[config.mk]
export PLATFORM = sky130hd
export DESIGN_NAME = wbm_master
export DESIGN_NICKNAME = d
export VERILOG_FILES = /design/src/rtl/wbm_pkg.sv /design/src/rtl/wbm_ctrl.sv /design/src/rtl/wbm_datapath.sv /design/src/rtl/wbm_master.sv
export SDC_FILE = /design/constraint.sdc
export NUM_CORES = 1
export LEC_CHECK = 0
export ABC_AREA = 0
export BUFFER_PORTS_ARGS = -buffer_cell sky130_fd_sc_hd__buf_2
export CAP_MARGIN = 20
export CORE_MARGIN = 5
export CORE_UTILIZATION = 25
export CTS_CLUSTER_DIAMETER = 60
export CTS_CLUSTER_SIZE = 8
export DETAILED_ROUTE_END_ITERATION = 6
export HOLD_SLACK_MARGIN = 0.06
export SYNTH_ARGS = -nofsm -noshare
export SYNTH_HDL_FRONTEND = slang
export SYNTH_SLANG_ARGS = --single-unit
[constraint.sdc]
create_clock -name clk -period 3.58 [get_ports clk]
set_input_delay 0.179 -clock clk [delete_from_list [all_inputs] [get_ports clk]]
set_output_delay 0.179 -clock clk [all_outputs]
set_load 0.1 [all_outputs]
[src/rtl/wbm_pkg.sv]
package wbm_pkg;

  typedef enum logic [1:0] {
    KIND_RD   = 2'd0,
    KIND_WR   = 2'd1,
    KIND_FILL = 2'd2,
    KIND_SWAP = 2'd3
  } reqKind_t;

  // strobes from the sequencer to the datapath
  typedef struct packed {
    logic loadReq;   // capture a new request
    logic stepAddr;  // next beat of a refill
    logic toWrite;   // swap turns from read to write
    logic readBeat;  // a read beat is acknowledged
    logic done;      // final acknowledge of a request
  } ctrlStrobes_t;

endpackage

[src/rtl/wbm_ctrl.sv]
module wbm_ctrl
  import wbm_pkg::*;
#(
  parameter int FILL_BEATS = 4
) (
  input  logic         clk,
  input  logic         rstN,
  input  logic         reqValid,
  input  reqKind_t     reqKind,
  input  logic         busAck,
  output logic         busy,
  output logic         reqReady,
  output ctrlStrobes_t strobes
);

  localparam int BEAT_W = (FILL_BEATS > 2) ? $clog2(FILL_BEATS) : 1;
  localparam logic [BEAT_W-1:0] LAST_FILL = BEAT_W'(FILL_BEATS - 1);

  logic              busyQ;
  reqKind_t          kindQ;
  logic [BEAT_W-1:0] beatQ;

  logic lastBeat;
  logic isWrBeat;
  logic ackNow;
  logic finalAck;
  logic accept;

  always_comb begin
    unique case (kindQ)
      KIND_FILL: lastBeat = (beatQ == LAST_FILL);
      KIND_SWAP: lastBeat = (beatQ != '0);
      default:   lastBeat = 1'b1;
    endcase
    isWrBeat = (kindQ == KIND_WR) || ((kindQ == KIND_SWAP) && (beatQ != '0));
    ackNow   = busyQ & busAck;
    finalAck = ackNow & lastBeat;
    reqReady = !busyQ || finalAck;
    accept   = reqValid & reqReady;

    strobes.loadReq  = accept;
    strobes.stepAddr = ackNow & !lastBeat & (kindQ == KIND_FILL);
    strobes.toWrite  = ackNow & !lastBeat & (kindQ == KIND_SWAP);
    strobes.readBeat = ackNow & !isWrBeat;
    strobes.done     = finalAck;
  end

  always_ff @(posedge clk or negedge rstN) begin
    if (!rstN) begin
      busyQ <= 1'b0;
      kindQ <= KIND_RD;
      beatQ <= '0;
    end else begin
      busyQ <= accept | (busyQ & !finalAck);
      if (accept) begin
        kindQ <= reqKind;
        beatQ <= '0;
      end else if (ackNow && !lastBeat) begin
        beatQ <= beatQ + 1'b1;
      end
    end
  end

  assign busy = busyQ;

endmodule

[src/rtl/wbm_datapath.sv]
module wbm_datapath
  import wbm_pkg::*;
#(
  parameter int ADDR_W = 32,
  parameter int DATA_W = 32
) (
  input  logic              clk,
  input  logic              rstN,
  input  ctrlStrobes_t      strobes,
  input  reqKind_t          reqKind,
  input  logic [ADDR_W-1:0] reqAddr,
  input  logic [DATA_W-1:0] reqWdata,
  input  logic              reqByte,
  input  logic [DATA_W-1:0] busDatI,
  output logic [ADDR_W-1:0] busAdr,
  output logic              busWe,
  output logic [DATA_W/8-1:0] busSel,
  output logic [DATA_W-1:0] busDatO,
  output logic              rspValid,
  output logic [DATA_W-1:0] rspData,
  output logic              rspDone
);

  localparam int SEL_W  = DATA_W / 8;
  localparam int LANE_W = (SEL_W > 1) ? $clog2(SEL_W) : 1;
  localparam logic [ADDR_W-1:0] STEP = ADDR_W'(SEL_W);

  logic [ADDR_W-1:0] addrQ;
  logic [DATA_W-1:0] wdataQ;
  logic              byteQ;
  logic              weQ;

  logic [LANE_W-1:0] lane;
  logic [SEL_W-1:0]  laneHot;
  logic [DATA_W-1:0] laneShift;

  assign lane = addrQ[LANE_W-1:0];

  for (genvar g = 0; g < SEL_W; g++) begin : g_lane
    assign laneHot[g] = (lane == LANE_W'(g));
  end

  assign busAdr    = {addrQ[ADDR_W-1:LANE_W], {LANE_W{1'b0}}};
  assign busWe     = weQ;
  assign busSel    = byteQ ? laneHot : {SEL_W{1'b1}};
  assign busDatO   = byteQ ? {SEL_W{wdataQ[7:0]}} : wdataQ;
  assign laneShift = busDatI >> (8 * lane);

  always_ff @(posedge clk or negedge rstN) begin
    if (!rstN) begin
      addrQ  <= '0;
      wdataQ <= '0;
      byteQ  <= 1'b0;
      weQ    <= 1'b0;
    end else if (strobes.loadReq) begin
      addrQ  <= reqAddr;
      wdataQ <= reqWdata;
      byteQ  <= reqByte && (reqKind != KIND_FILL);
      weQ    <= (reqKind == KIND_WR);
    end else begin
      if (strobes.stepAddr) addrQ <= addrQ + STEP;
      if (strobes.toWrite)  weQ   <= 1'b1;
    end
  end

  always_ff @(posedge clk or negedge rstN) begin
    if (!rstN) begin
      rspValid <= 1'b0;
      rspDone  <= 1'b0;
      rspData  <= '0;
    end else begin
      rspValid <= strobes.readBeat;
      rspDone  <= strobes.done;
      if (strobes.readBeat) rspData <= byteQ ? DATA_W'(laneShift[7:0]) : busDatI;
    end
  end

endmodule

[src/rtl/wbm_master.sv]
module wbm_master
  import wbm_pkg::*;
#(
  parameter int ADDR_W     = 32,
  parameter int DATA_W     = 32,
  parameter int FILL_BEATS = 4
) (
  input  logic                clk,
  input  logic                rstN,
  input  logic                reqValid,
  output logic                reqReady,
  input  logic [1:0]          reqKind,
  input  logic [ADDR_W-1:0]   reqAddr,
  input  logic [DATA_W-1:0]   reqWdata,
  input  logic                reqByte,
  output logic                rspValid,
  output logic [DATA_W-1:0]   rspData,
  output logic                rspDone,
  output logic                wbCyc,
  output logic                wbStb,
  output logic                wbWe,
  output logic [ADDR_W-1:0]   wbAdr,
  output logic [DATA_W/8-1:0] wbSel,
  output logic [DATA_W-1:0]   wbDatO,
  input  logic [DATA_W-1:0]   wbDatI,
  input  logic                wbAck
);

  reqKind_t     kindIn;
  ctrlStrobes_t ctrlStb;
  logic         busy;

  assign kindIn = reqKind_t'(reqKind);

  wbm_ctrl #(.FILL_BEATS(FILL_BEATS)) u_ctrl (
    .clk      (clk),
    .rstN     (rstN),
    .reqValid (reqValid),
    .reqKind  (kindIn),
    .busAck   (wbAck),
    .busy     (busy),
    .reqReady (reqReady),
    .strobes  (ctrlStb)
  );

  wbm_datapath #(.ADDR_W(ADDR_W), .DATA_W(DATA_W)) u_dp (
    .clk      (clk),
    .rstN     (rstN),
    .strobes  (ctrlStb),
    .reqKind  (kindIn),
    .reqAddr  (reqAddr),
    .reqWdata (reqWdata),
    .reqByte  (reqByte),
    .busDatI  (wbDatI),
    .busAdr   (wbAdr),
    .busWe    (wbWe),
    .busSel   (wbSel),
    .busDatO  (wbDatO),
    .rspValid (rspValid),
    .rspData  (rspData),
    .rspDone  (rspDone)
  );

  // strobe stays up across every beat of a locked block
  assign wbCyc = busy;
  assign wbStb = busy;

endmodule

==> flow_summary_export.csv <==
group,metric,value,unit
cts,insertion_delay,0.36,ns
logic_synthesis,ys_seq_elements,105,
worst_setup_path,start_kind,"register",
cells_and_area,drive_gt1_share,27.83,%
sta,rsz0062_at_grt,"no",
logic_synthesis,synth_warnings,0,
cts,cts_tree,"built",
outcome,outcome,"complete, no violations",
sta,whs,0.07672,ns
global_route,antenna_found_initial,1,
sta,hold_viol_final,0,
place,dp_hpwl,12560,um
floorplan,io_pins,209,
cells_and_area,layout_commonest_cell,"buf_2",
floorplan,die_w,157.7,um
routing,drtAntennaViolNets,0,
global_route,grt_max_degree,74,
routing,vias_per_cell,4.453,
cells_and_area,fin_util,34.72,%
worst_setup_path,crit_type,"reg -> reg",
worst_setup_path,crit_path_end_kind,"register",
logic_synthesis,synth_top_cell_by_area,"dfrtp_1",
global_route,grt_pass1_wl,27000,um
global_route,grt_pass1_vias,5136,
place,io_buffers,206,
worst_setup_path,cp_max_fo,9,
worst_setup_path,slowest_stage,"nor3_2",
cts,clockBufferDepth,2,
logic_synthesis,yosys.area.top_type_share,48.20,%
routing,wl_per_cell,15.24,um
logic_synthesis,syn_area,5451,um2
cts,cts.clk_slew.worst_paths,0.07,ns
worst_setup_path,arrival,2.75,ns
global_route,grt_util_all_layers,13.76,%
logic_synthesis,syn_area_per_cell,8.531,um2
logic_synthesis,synth_ff_type,"dfrtp_1",
routing,drt_wl_total,17490,um
logic_synthesis,synth.area.top_cells,"dfrtp_1, nand2_1, o21ai_0, buf_4, nand3b_1",
sta,setup_violations,0,
place,placed_cells,1059,
place,place_congestion,0.8110,
cells_and_area,fillerInstances,2267,
routing,post-route-drc-count,0,
worst_setup_path,crit_required,3.86,ns
worst_setup_path,slowest_delay,0.63,ns
floorplan,core_area,21620,um2
cts,cts_max_level,3,
flow_run,max-cap-violations,0,
logic_synthesis,async_flop_share,100.0,%
worst_setup_path,path_cells,"ha_1 > or3b_1 > nor3_2 > nand3_1 > or3_1 > a31oi_1",
sta,fin_worst_skew,0.01128,ns
sta,finalCriticalPeriod,2.468,ns
sta,fmax,405.1,MHz
floorplan,die_y,157.7,um
global_route,grt.overflow.total,0,
logic_synthesis,synth_edf_count,0,
sta,period_share,68.95,%
cells_and_area,syn2layout_area_growth,37.71,%
floorplan,rows,54,
sta,final.setup.tns,0,ns
logic_synthesis,ys_seq_area_share,48.20,%
cts,clock_sinks,105,
routing,firstDrtPassIters,4,
sta,slew_headroom,44.22,%
min_path,hp-class,"in -> reg",
sta,drv_slew,0,
floorplan,die_area,24860,um2
sta,tightestPinTransition,0.8348,ns
logic_synthesis,syn_inst,639,
cts,cts_buffers,9,
cells_and_area,nNetsFinal,967,
routing,vias,5108,
floorplan,initial_utilization,25.21,%
routing,drtIter0Drc,182,
cells_and_area,final_cells,1147,
cts,cts_setup_buffers,0,
logic_synthesis,yosysUniqueCellTypes,42,
cts,cts_root_buf,"clkbuf_16",
cells_and_area,final_cell_mix,"buf_2, nand2_1, dfrtp_1",
worst max-delay path, delay by kind of cell, from the launching register on:
family	cells	cell delay (ns)
compound gates	1	0.16
fa+ha+maj	1	0.24
flops	1	0.40
simple gates	4	1.60
metal layers:
metal	global-route usage (%)	up-vias	part of all wire, %
li1	-	2515	-
met1	17.53	2379	43
met2	22.98	193	47
met3	3.937	21	8.3
met4	3.605	0	1.5
met5	0	-	0
state kept, by name, indices dropped and copies added, names as in the netlist:
signal         count
u_ctrl.busy        1
u_ctrl.beatQ       2
u_dp.rspData      32
u_ctrl.kindQ       2
u_dp.busWe         1
u_dp.addrQ        32
u_dp.rspDone       1
u_dp.byteQ         1
u_dp.wdataQ       32
u_dp.rspValid      1
logic make-up (layout without fill, tap and decap cells):
logic type	count (synthesis)	count (layout)	share of synthesized area, %
mux	10	10	1.836
simple gates	271	271	23.11
xor+xnor	24	24	3.856
flops	105	105	48.20
buf+inv	106	332	10.26
fa+ha+maj	3	3	0.6886
compound gates	119	119	11.98
other cells	1	3	0.06879
final cells by class:
class | instances | area (um2) | share of cell area (%)
sequential | 105 | 2629 | 35.02
multi-input combinational | 429 | 2287 | 30.47
timing repair buffer | 284 | 1837 | 24.47
tap | 280 | 350.3 | 4.667
clock buffer | 10 | 229.0 | 3.050
inverter | 32 | 120.1 | 1.600
clock inverter | 6 | 52.55 | 0.7000
antenna | 1 | 2.502 | 0.03333
cells in the mapped netlist, drive strengths merged (3+ instances only):
cell,count
mux2i,10
ha,3
a31oi,3
nand3,19
dfrtp,105
buf,46
nand2,166
a21oi,7
nand3b,24
nor4,6
xor2,19
nand4,10
a221oi,8
xnor2,5
nor2,26
nor3,4
inv,32
o21ai,94
clkbuf,28
metrics by stage:
stage | cell area (um2) | setup WS (ns)
global placement | 6485 | 1.174
floorplan | 5455 | 0.5857
finish | 7507 | 1.112
detailed placement | 6485 | 1.084
global route | 7507 | 0.9354
CTS | 7457 | 1.102
path summary, 6_finish.rpt:
kind                                              startpoint  depth (start not counted)  slack [ns]                      endpoint
worst max-delay path             u_ctrl.beatQ[0]$_DFFE_PN0P_                          6        1.11    u_dp.addrQ[30]$_DFFE_PN0P_
worst min register to register  u_dp.rspData[16]$_DFFE_PN0P_                          2        0.47  u_dp.rspData[16]$_DFFE_PN0P_
worst max register to register   u_ctrl.beatQ[0]$_DFFE_PN0P_                          6        1.11    u_dp.addrQ[30]$_DFFE_PN0P_
max in group asynchronous                               rstN                          4        2.34    u_dp.addrQ[23]$_DFFE_PN0P_
min in group asynchronous                               rstN                          2        0.33  u_dp.rspData[29]$_DFFE_PN0P_
worst min-delay path                             reqAddr[27]                          3        0.08    u_dp.addrQ[27]$_DFFE_PN0P_
timing repair:
| item | 4_1_cts | 5_1_grt |
|---|---|---|
| resized for setup | 0 | 0 |
| hold endpoints to repair | 139 | 0 |
| hold buffers | 69 | 0 |
Power is not shown: default switching activity piles up to over one toggle a cycle in this logic, so the estimate is an artifact.
